<file path="src/rtl/nvprog_pkg.sv">
package nvprog_pkg;

  typedef enum logic [1:0] {
    MODE_NONE   = 2'd0,
    MODE_BLKRD  = 2'd1,
    MODE_DEFEAT = 2'd2
  } tx_mode_e;

  typedef enum logic [3:0] {
    PH_IDLE,
    PH_DELAY,
    PH_LCK_REQ,
    PH_LCK_WAIT,
    PH_ERASE,
    PH_EV_REQ,
    PH_EV_WAIT,
    PH_PROG,
    PH_PV_REQ,
    PH_PV_WAIT
  } phase_e;

  typedef enum logic {
    VK_ERASED,
    VK_WRITTEN
  } vkind_e;

endpackage

</file>
<file path="src/rtl/nvprog_timer.sv">
module nvprog_timer #(
  parameter int CW = 8
) (
  input  logic          clk,
  input  logic          rst_n,
  input  logic          load_i,
  input  logic [CW-1:0] len_i,
  output logic          expire_o
);
  logic [CW-1:0] cnt_q;
  logic          run_q;

  always_ff @(posedge clk or negedge rst_n) begin
    if (!rst_n) begin
      cnt_q <= '0;
      run_q <= 1'b0;
    end else if (load_i) begin
      cnt_q <= len_i - 1'b1;
      run_q <= 1'b1;
    end else if (run_q) begin
      if (cnt_q == '0) run_q <= 1'b0;
      else             cnt_q <= cnt_q - 1'b1;
    end
  end

  assign expire_o = run_q && (cnt_q == '0);
endmodule

</file>
<file path="src/rtl/nvprog_verify.sv">
module nvprog_verify
  import nvprog_pkg::*;
#(
  parameter int WW = 33
) (
  input  vkind_e        kind_i,
  input  logic [WW-1:0] expect_i,
  input  logic [WW-1:0] read_i,
  output logic          pass_o
);
  logic [WW-1:0] bit_ok;

  for (genvar i = 0; i < WW; i++) begin : g_bit
    // erased: every cell must read 0; written: each wanted 1 must read 1
    assign bit_ok[i] = (kind_i == VK_ERASED) ? ~read_i[i]
                                             : (~expect_i[i] | read_i[i]);
  end

  assign pass_o = &bit_ok;
endmodule

</file>
<file path="src/rtl/nvblk_prog_seq.sv">
module nvblk_prog_seq
  import nvprog_pkg::*;
#(
  parameter int AW        = 3,
  parameter int DW        = 32,
  parameter int START_DLY = 64,
  parameter int ERASE_CYC = 318,
  parameter int PROG_CYC  = 318
) (
  input  logic          clk,
  input  logic          rst_n,
  input  logic          start_i,
  input  logic [AW-1:0] blk_addr_i,
  input  logic [DW-1:0] blk_data_i,
  input  logic          blk_lock_i,
  input  logic          new_cmd_i,
  output logic [AW-1:0] mem_addr_o,
  output logic          mem_rd_req_o,
  input  logic          mem_rd_ack_i,
  input  logic [DW:0]   mem_rd_data_i,
  output logic          mem_erase_o,
  output logic          mem_prog_o,
  output logic [DW:0]   mem_wr_data_o,
  output logic [1:0]    tx_mode_o,
  output logic [AW-1:0] tx_blk_o,
  output logic          busy_o
);
  localparam int WW   = DW + 1;
  localparam int M1   = (START_DLY > ERASE_CYC) ? START_DLY : ERASE_CYC;
  localparam int MAXC = (M1 > PROG_CYC) ? M1 : PROG_CYC;
  localparam int CW   = $clog2(MAXC + 1);

  phase_e        ph_q, ph_n;
  tx_mode_e      mode_q, fin_mode;
  logic [AW-1:0] addr_q, blk_q;
  logic [DW-1:0] data_q;
  logic          lock_q;
  logic          fin;
  logic          tmr_load, tmr_exp;
  logic [CW-1:0] tmr_len;
  vkind_e        vkind;
  logic          v_pass;

  nvprog_timer #(.CW(CW)) u_tmr (
    .clk      (clk),
    .rst_n    (rst_n),
    .load_i   (tmr_load),
    .len_i    (tmr_len),
    .expire_o (tmr_exp)
  );

  nvprog_verify #(.WW(WW)) u_vfy (
    .kind_i   (vkind),
    .expect_i ({lock_q, data_q}),
    .read_i   (mem_rd_data_i),
    .pass_o   (v_pass)
  );

  always_comb begin
    ph_n     = ph_q;
    tmr_load = 1'b0;
    tmr_len  = '0;
    fin      = 1'b0;
    fin_mode = MODE_NONE;
    vkind    = (ph_q == PH_PV_WAIT) ? VK_WRITTEN : VK_ERASED;
    unique case (ph_q)
      PH_IDLE: if (start_i) begin
        ph_n     = PH_DELAY;
        tmr_load = 1'b1;
        tmr_len  = CW'(START_DLY);
      end
      PH_DELAY:    if (tmr_exp) ph_n = PH_LCK_REQ;
      PH_LCK_REQ:  ph_n = PH_LCK_WAIT;
      PH_LCK_WAIT: if (mem_rd_ack_i) begin
        if (mem_rd_data_i[DW]) begin
          fin      = 1'b1;
          fin_mode = MODE_BLKRD;
        end else begin
          ph_n     = PH_ERASE;
          tmr_load = 1'b1;
          tmr_len  = CW'(ERASE_CYC);
        end
      end
      PH_ERASE:    if (tmr_exp) ph_n = PH_EV_REQ;
      PH_EV_REQ:   ph_n = PH_EV_WAIT;
      PH_EV_WAIT:  if (mem_rd_ack_i) begin
        if (v_pass) begin
          ph_n     = PH_PROG;
          tmr_load = 1'b1;
          tmr_len  = CW'(PROG_CYC);
        end else begin
          fin      = 1'b1;
          fin_mode = MODE_DEFEAT;
        end
      end
      PH_PROG:     if (tmr_exp) ph_n = PH_PV_REQ;
      PH_PV_REQ:   ph_n = PH_PV_WAIT;
      PH_PV_WAIT:  if (mem_rd_ack_i) begin
        fin      = 1'b1;
        fin_mode = v_pass ? MODE_BLKRD : MODE_DEFEAT;
      end
      default:     ph_n = PH_IDLE;
    endcase
    if (fin) ph_n = PH_IDLE;
  end

  always_ff @(posedge clk or negedge rst_n) begin
    if (!rst_n) begin
      ph_q   <= PH_IDLE;
      mode_q <= MODE_NONE;
      blk_q  <= '0;
      addr_q <= '0;
      data_q <= '0;
      lock_q <= 1'b0;
    end else begin
      ph_q <= ph_n;
      if (ph_q == PH_IDLE) begin
        if (start_i) begin
          addr_q <= blk_addr_i;
          data_q <= blk_data_i;
          lock_q <= blk_lock_i;
          mode_q <= MODE_NONE;
        end else if (new_cmd_i) begin
          mode_q <= MODE_NONE;
        end
      end
      if (fin) begin
        mode_q <= fin_mode;
        blk_q  <= addr_q;
      end
    end
  end

  assign busy_o        = (ph_q != PH_IDLE);
  assign mem_addr_o    = addr_q;
  assign mem_wr_data_o = {lock_q, data_q};
  assign mem_rd_req_o  = (ph_q == PH_LCK_REQ) || (ph_q == PH_EV_REQ) || (ph_q == PH_PV_REQ);
  assign mem_erase_o   = (ph_q == PH_ERASE);
  assign mem_prog_o    = (ph_q == PH_PROG);
  assign tx_mode_o     = mode_q;
  assign tx_blk_o      = blk_q;
endmodule

</file>
<file path="config.mk">
export PLATFORM = sky130hd
export DESIGN_NAME = nvblk_prog_seq
export DESIGN_NICKNAME = d
export VERILOG_FILES = /design/src/rtl/nvprog_pkg.sv /design/src/rtl/nvprog_timer.sv /design/src/rtl/nvprog_verify.sv /design/src/rtl/nvblk_prog_seq.sv
export SDC_FILE = /design/constraint.sdc
export NUM_CORES = 1
export LEC_CHECK = 0
export BUFFER_PORTS_ARGS = -buffer_cell sky130_fd_sc_hd__buf_2
export CELL_PAD_IN_SITES_DETAIL_PLACEMENT = 2
export CELL_PAD_IN_SITES_GLOBAL_PLACEMENT = 2
export CORE_UTILIZATION = 32
export DETAILED_ROUTE_END_ITERATION = 8
export HOLD_SLACK_MARGIN = 0.08
export PLACE_DENSITY = 0.89
export SYNTH_ARGS = -nofsm -noshare
export SYNTH_HDL_FRONTEND = slang
export SYNTH_HIERARCHICAL = 1
export SYNTH_SLANG_ARGS = --single-unit
</file>
<file path="constraint.sdc">
create_clock -name clk -period 13 [get_ports clk]
set_input_delay 3.25 -clock clk [delete_from_list [all_inputs] [get_ports clk]]
set_output_delay 3.25 -clock clk [all_outputs]
set_load 0.02 [all_outputs]
</file>
==> results of run 1 <==
## layout by cell type, fill, tap and decap left out, drive strengths merged, types with 3 or more instances in the layout
cell type	instances
dfrtp	55
o2111ai	5
or3	3
nand4	5
nor2	7
a21oi	4
clkbuf	6
a221oi	4
a31oi	4
nand2b	12
mux2i	7
xnor2	3
a222oi	3
inv	34
buf	120
nor3	13
nor4	13
or4	6
a21o	4
conb	9
nand3	5
nand2	16
mux2	41
o31a	3
o22ai	7
and3	3
o21ai	7
o31ai	3
## critical path, delay by kind of cell
family | cells | cell delay (ns)
simple gates | 5 | 2.51
fa+ha+maj | 1 | 0.29
mux | 1 | 0.29
compound gates | 5 | 1.26
buf+inv | 2 | 0.28
## state kept, by name, indices dropped and copies added (netlist names)
signal,count
lock_q,1
mem_addr_o,3
ph_q,4
tx_blk_o,3
tx_mode_o,2
u_tmr/run_q,1
u_tmr/cnt_q,9
data_q,32
## kinds of logic (layout without fill, tap and decap cells)
family / after synthesis / in the layout / synth area share (%)
and+or+nand+nor: 97 / 97 / 18.3
AOI/OAI and AO/OA: 60 / 60 / 14.5
DFF: 55 / 55 / 41.9
buffers and inverters: 50 / 162 / 7.00
muxes: 48 / 48 / 16.5
xor gates and xnor gates: 5 / 5 / 1.33
adders and majority gates: 1 / 1 / 0.380
other: 1 / 10 / 0.114
## metal layers
layer | up-vias | wire length [um] | track usage (%)
li1 | 1407 | - | -
met5 | - | 0 | 0
met2 | 83 | 5400 | 39.9
met4 | 0 | 214 | 6.93
met1 | 1483 | 4410 | 23.3
met3 | 20 | 395 | 3.02
## area by class of cell
type | count | area (um2) | area share (%)
clock inverters | 2 | 12.5 | 0.307
diodes | 1 | 2.50 | 0.0614
flip-flops and latches | 55 | 1380 | 33.8
inverters | 34 | 128 | 3.13
clock buffers | 6 | 72.6 | 1.78
multi-input cells | 220 | 1710 | 42.0
repair buffers | 120 | 606 | 14.9
well taps | 133 | 166 | 4.08
## stage by stage
step                      cells  hold slack (ns)  instance area, um2  utilization [%]
after floorplan             325            0.488                3320                -
after global routing        571            0.544                4080             41.3
final                       571            0.524                4080             41.3
after detailed placement    562            0.490                3990             40.4
after CTS                   570            0.528                4080             41.3
after global placement      562            0.490                3990             40.4
## synthesized netlist by cell type (7+ instances only)
library cell	number
nor4_1	12
nand2b_1	11
o22ai_1	7
dfrtp_1	55
mux2i_1	7
mux2_2	25
mux2_1	13
nand2_1	16
nor3_1	13
nor2_1	7
inv_1	34
## worst paths after layout
kind	slack (ns)	end
min reg2reg	0.52	tx_blk_o[0]
min	0.52	tx_blk_o[0]
max in group asynchronous	9.45	data_q[13]
min in group asynchronous	3.07	data_q[2]
max	5.27	u_tmr/cnt_q[4]
max reg2reg	7.10	u_tmr/cnt_q[4]
## power by group
part | switching, mW | internal [mW] | total (mW)
logic | 0.289 | 0.221 | 0.510
registers | 0.0958 | 0.253 | 0.349
clock network | 0.0592 | 0.0379 | 0.0972
==> metrics.txt, run 1 <==
Pleak 1.95 nW; largest cells by area after synthesis dfrtp_1, mux2_2, mux2_1, inv_1, nor4_1; vias 2993; # H-tree levels 2; largest net degree at the start of global routing 56; Fin. Hold Viols 0; hold path depth 1; Detail Route Antenna Nets 0; period utilisation layout 59.4%; post-CTS sizing 0; sequential element share of the synthesized area 41.9%; drt wl/cell 18.2 um; WS Path Type primary input to flip-flop; outcome complete, no violations; Die X 103 um; Initial Util 33.3%; total grt overflow 0; Hold Startpoint tx_blk_o[0]; TritonCTS Buffers 5; number of synthesized flops with an enable pin 0; R2R cell count 14; Tot Pwr 0.956 mW; via/cell ratio 5.24; DRC 0; Clock Path Buffers 2; layout net count 511; R2R Path Start ph_q[2]; hold crit path type flip-flop to flip-flop; Slew @ Worst Pin 0.858 ns; clk_skew 0.00346 ns; final worst slack 5.27 ns; first-pass GRT wire length 16900 um; post-CTS setup buffer count 0; Place WS 4.93 ns; Synth Register Bits 55; io pins 119; CTS tree done; Final Setup Violations 0; maximum clock frequency 129 MHz; CP Max Fanout 24; core area 9860 um2; layout cells sized above 1 38.9%; final WL 10400 um; Crit path arrival time 7.89 ns; Die Span Y 103 um; Synth Warn # 6; slew margin rel. 42.8%; vias in the first global route 3341; Worst Setup End Kind flip-flop; Post-CTS Hold Fix Bufs 0; crit path time final 7.73 ns; Root Buffer Master clkbuf_8; synthesized instance count 317; total track usage 20.8%; RSZ-0062 raised after global routing no; drt first pass iters 4; Worst Path Required 13.16 ns; Mapped Avg Cell Area 10.4 um2; commonest register cell after synthesis dfrtp_1; port bufs 118; most used cell, CP or4_1; RePlAce Congestion 0.857; num rows 36; Worst-path clk slew 0.10 ns; Critical Path Start Type primary input; full die area 10700 um2; Pwr Density 235 nW/um2; initial antenna violation count 1; final slew viol count 0; Fillers 1084; Crit. Startpoint mem_rd_data_i[2]; crit-path cells buf_2 -> or4_1 -> or4_1 -> a222oi_1 -> nand2_1 -> o22ai_1 -> and3_1 -> nand2b_1 -> mux2i_1 -> ha_1 -> inv_1 -> o311a_1 -> a31oi_1 -> o21ai_1; synthesized area 3290 um2; DPL Wire Length 8050 um; top cell type by total area after synthesis dfrtp_1; Distinct cells, synth 65; maximum VDD drop 0.0000957 V; number of max-cap violations 0; slowest CP cell nand2b_1; synthesis-to-finish area growth 24.0%; Fin Setup TNS 0 ns; asr flop ratio synth 100%; clock sink count 55; Largest stage delay, worst path 0.76 ns; later-pin clock latency in the skew report 0.31 ns; DR iter-0 viols 69; post-synth top area share 41.9%
Note: power is estimated with default switching activity, not from simulation.
==> run 2, diff against run 1 <==
--- a/config.mk
+++ b/config.mk
@@ -8,10 +8,10 @@
 export BUFFER_PORTS_ARGS = -buffer_cell sky130_fd_sc_hd__buf_2
 export CELL_PAD_IN_SITES_DETAIL_PLACEMENT = 2
 export CELL_PAD_IN_SITES_GLOBAL_PLACEMENT = 2
-export CORE_UTILIZATION = 32
+export CORE_UTILIZATION = 27
 export DETAILED_ROUTE_END_ITERATION = 8
 export HOLD_SLACK_MARGIN = 0.08
-export PLACE_DENSITY = 0.89
+export PLACE_DENSITY = 0.8
 export SYNTH_ARGS = -nofsm -noshare
 export SYNTH_HDL_FRONTEND = slang
 export SYNTH_HIERARCHICAL = 1
==> constraint.sdc (replaced) <==
create_clock -name clk -period 7 [get_ports clk]
set_input_delay 1.75 -clock clk [delete_from_list [all_inputs] [get_ports clk]]
set_output_delay 1.75 -clock clk [all_outputs]
set_load 0.02 [all_outputs]
==> metrics.txt, run 2 (synthesis results as in run 1) <==
Die X 112 um (+8.7%); layout cells sized above 1 39.1% (+0.23 points); port bufs 118 (unchanged); period utilisation layout 87.1%; Pwr Density 459 nW/um2 (+96%); outcome complete, no violations; Initial Util 28.2% (-5.1 points); post-CTS sizing 0 (unchanged); Crit Reg-Reg Endpoint u_tmr/cnt_q[8]; RePlAce Congestion 0.803 (-6.3%); most frequent cells in the layout buf_2, dfrtp_1, inv_1, mux2_2, nand2_1; R2R Path Start ph_q[2]; TritonCTS Buffers 5 (unchanged); clk_skew 0.0113 ns (+0.00788 ns); later-pin clock latency in the skew report 0.30 ns (about the same); Finished Core Util 35.8% (-5.5 points); Slew @ Worst Pin 0.967 ns (+0.110 ns); placed instance area 4000 um2 (+0.31%); vias in the first global route 3316 (-0.75%); # H-tree levels 2 (unchanged); Fin Setup TNS 0 ns (unchanged); Post-CTS Hold Fix Bufs 0 (unchanged); drt wl/cell 19.1 um (+4.5%); crit-path cells buf_2 -> or4_1 -> or4_1 -> a222oi_1 -> nand2_1 -> o22ai_1 -> and3_1 -> buf_4 -> nand2b_1 -> mux2i_1 -> ha_1 -> inv_1 -> a211oi_4 -> a311oi_2 -> o211ai_1; Detail Route Antenna Nets 0 (unchanged); Critical Path End u_tmr/cnt_q[8]; DRC 0 (unchanged); FF+latch area 1380 um2 (unchanged); largest net degree at the start of global routing 56 (unchanged); Crit. Startpoint mem_rd_data_i[2]; Critical Path Start Type primary input; Worst-path clk slew 0.07 ns (-0.03 ns); Final Instance Area 4180 um2 (+2.5%); multi-input logic area 1710 um2 (unchanged); DPL Wire Length 8290 um (+2.9%); num rows 39 (+8.3%); final WL 11100 um (+6.1%); Clock Path Buffers 2 (unchanged); slowest CP cell nand2b_1; layout net count 511 (unchanged); Final Setup Violations 0 (unchanged); GRT busiest layer met2; full die area 12600 um2 (+18%); initial antenna violation count 0 (-1); Biggest register data_q; placed cell count 572 (+1.8%); post-route insts no fill 580 (+1.6%); Pleak 1.99 nW (+2.4%); vias 2949 (-1.5%); clock sink count 55 (unchanged); WS Path Type primary input to flip-flop; CP Depth 15 (+1); RSZ-0062 raised after global routing no; most used cell, CP or4_1; Fin. Hold Viols 0 (unchanged); maximum VDD drop 0.000134 V (+40%); core area 11700 um2 (+18%); first-pass GRT wire length 17700 um (+4.6%); post-CTS setup buffer count 0 (unchanged); cell family with most CP delay simple AND/OR/NAND/NOR gates; Largest stage delay, worst path 0.72 ns (-0.04 ns); Fillers 1280 (+18%); slew margin rel. 35.3% (-7.5 points); met2 usage 34.0% (-5.9 points); via/cell ratio 5.08 (-3.0%); Hold Startpoint tx_blk_o[2]; Die Span Y 112 um (+8.7%); DR iter-0 viols 102 (+48%); Root Buffer Master clkbuf_16; io pins 119 (unchanged); M3 GR Usage 2.97% (-0.054 points); number of flip-flops in the largest register 32 (unchanged); Worst Path Required 7.21 ns (-5.95 ns); final slew viol count 0 (unchanged); met1 Track Usage GR 20.6% (-2.7 points); total track usage 17.8% (-2.9 points); R2R cell count 15 (+1); Antenna Cells 0 (-1); drt first pass iters 4 (unchanged); crit path time final 6.10 ns; R2R Setup Slk 1.27 ns (-5.83 ns); hold crit path type flip-flop to flip-flop; Worst Setup End Kind flip-flop; total grt overflow 0 (unchanged); Crit path arrival time 6.31 ns (-1.58 ns); Regs by FF count data_q (32), u_tmr/cnt_q (9), ph_q (4); maximum clock frequency 164 MHz; worst path bufs/invs 3 (+1); commonest non-fill, non-tap cell in the layout buf_2; CP Max Fanout 24 (unchanged); CTS tree done; number of max-cap violations 0 (unchanged); synthesis-to-finish area growth 27.1%
## run 2: changes by cell type in the layout (fill, tap and decap cells not counted), sizes merged
cell      before  now
diode          1    0
inv           34   35
clkinvlp       1    0
bufinv         0    1
clkinv         1    0
## run 2: per-layer routing
metal	share of wire, %	vias up
li1	-	1410
met1	43	1467
met2	52	58
met3	3.0	14
met4	2.0	0
met5	0	-
## run 2: how the worst min path moves through the flow
stage	to	slack (ns)	cells past startpoint
3_3_place_gp	tx_blk_o[1]	0.50	1
5_1_grt	tx_blk_o[2]	0.54	1
2_1_floorplan	lock_q	0.49	1
3_5_place_dp	tx_blk_o[2]	0.50	1
4_1_cts	tx_blk_o[2]	0.52	1
6_report	tx_blk_o[2]	0.51	1
## run 2: final cells by class
class                   instances  share of cell area [%]
well taps                     143                    4.28
flip-flops and latches         55                    32.9
inverters                      34                    3.05
repair buffers                120                    14.5
multi-input cells             220                    41.0
clock inverters                 2                   0.928
clock buffers                   6                    3.32
## run 2: metrics by stage
step / hold slack [ns] / power (mW) / worst slack, ns
after floorplan: 0.488 / 1.31 / 1.12
after global placement: 0.496 / 1.56 / 1.02
after detailed placement: 0.502 / 1.61 / 0.719
after CTS: 0.523 / 1.94 / 0.938
after global routing: 0.543 / 2.04 / 0.587
final: 0.515 / 1.92 / 0.903
## run 2: power by group
part / total [mW] / switching, mW / internal, mW
combinational: 0.964 / 0.553 / 0.411
clock: 0.305 / 0.124 / 0.180
sequential: 0.650 / 0.180 / 0.471
total: 1.92 / 0.856 / 1.06
## run 2: worst register-to-register path, cell delays in order (launching register included)
cell      delay, ns
dfrtp_1        0.74
and4bb_2       0.40
or4_1          0.53
or4_1          0.50
a222oi_1       0.59
nand2_1        0.13
o22ai_1        0.15
and3_1         0.19
buf_4          0.24
nand2b_1       0.73
mux2i_1        0.32
ha_1           0.31
inv_1          0.18
a211oi_4       0.36
a311oi_2       0.15
o211ai_1       0.12
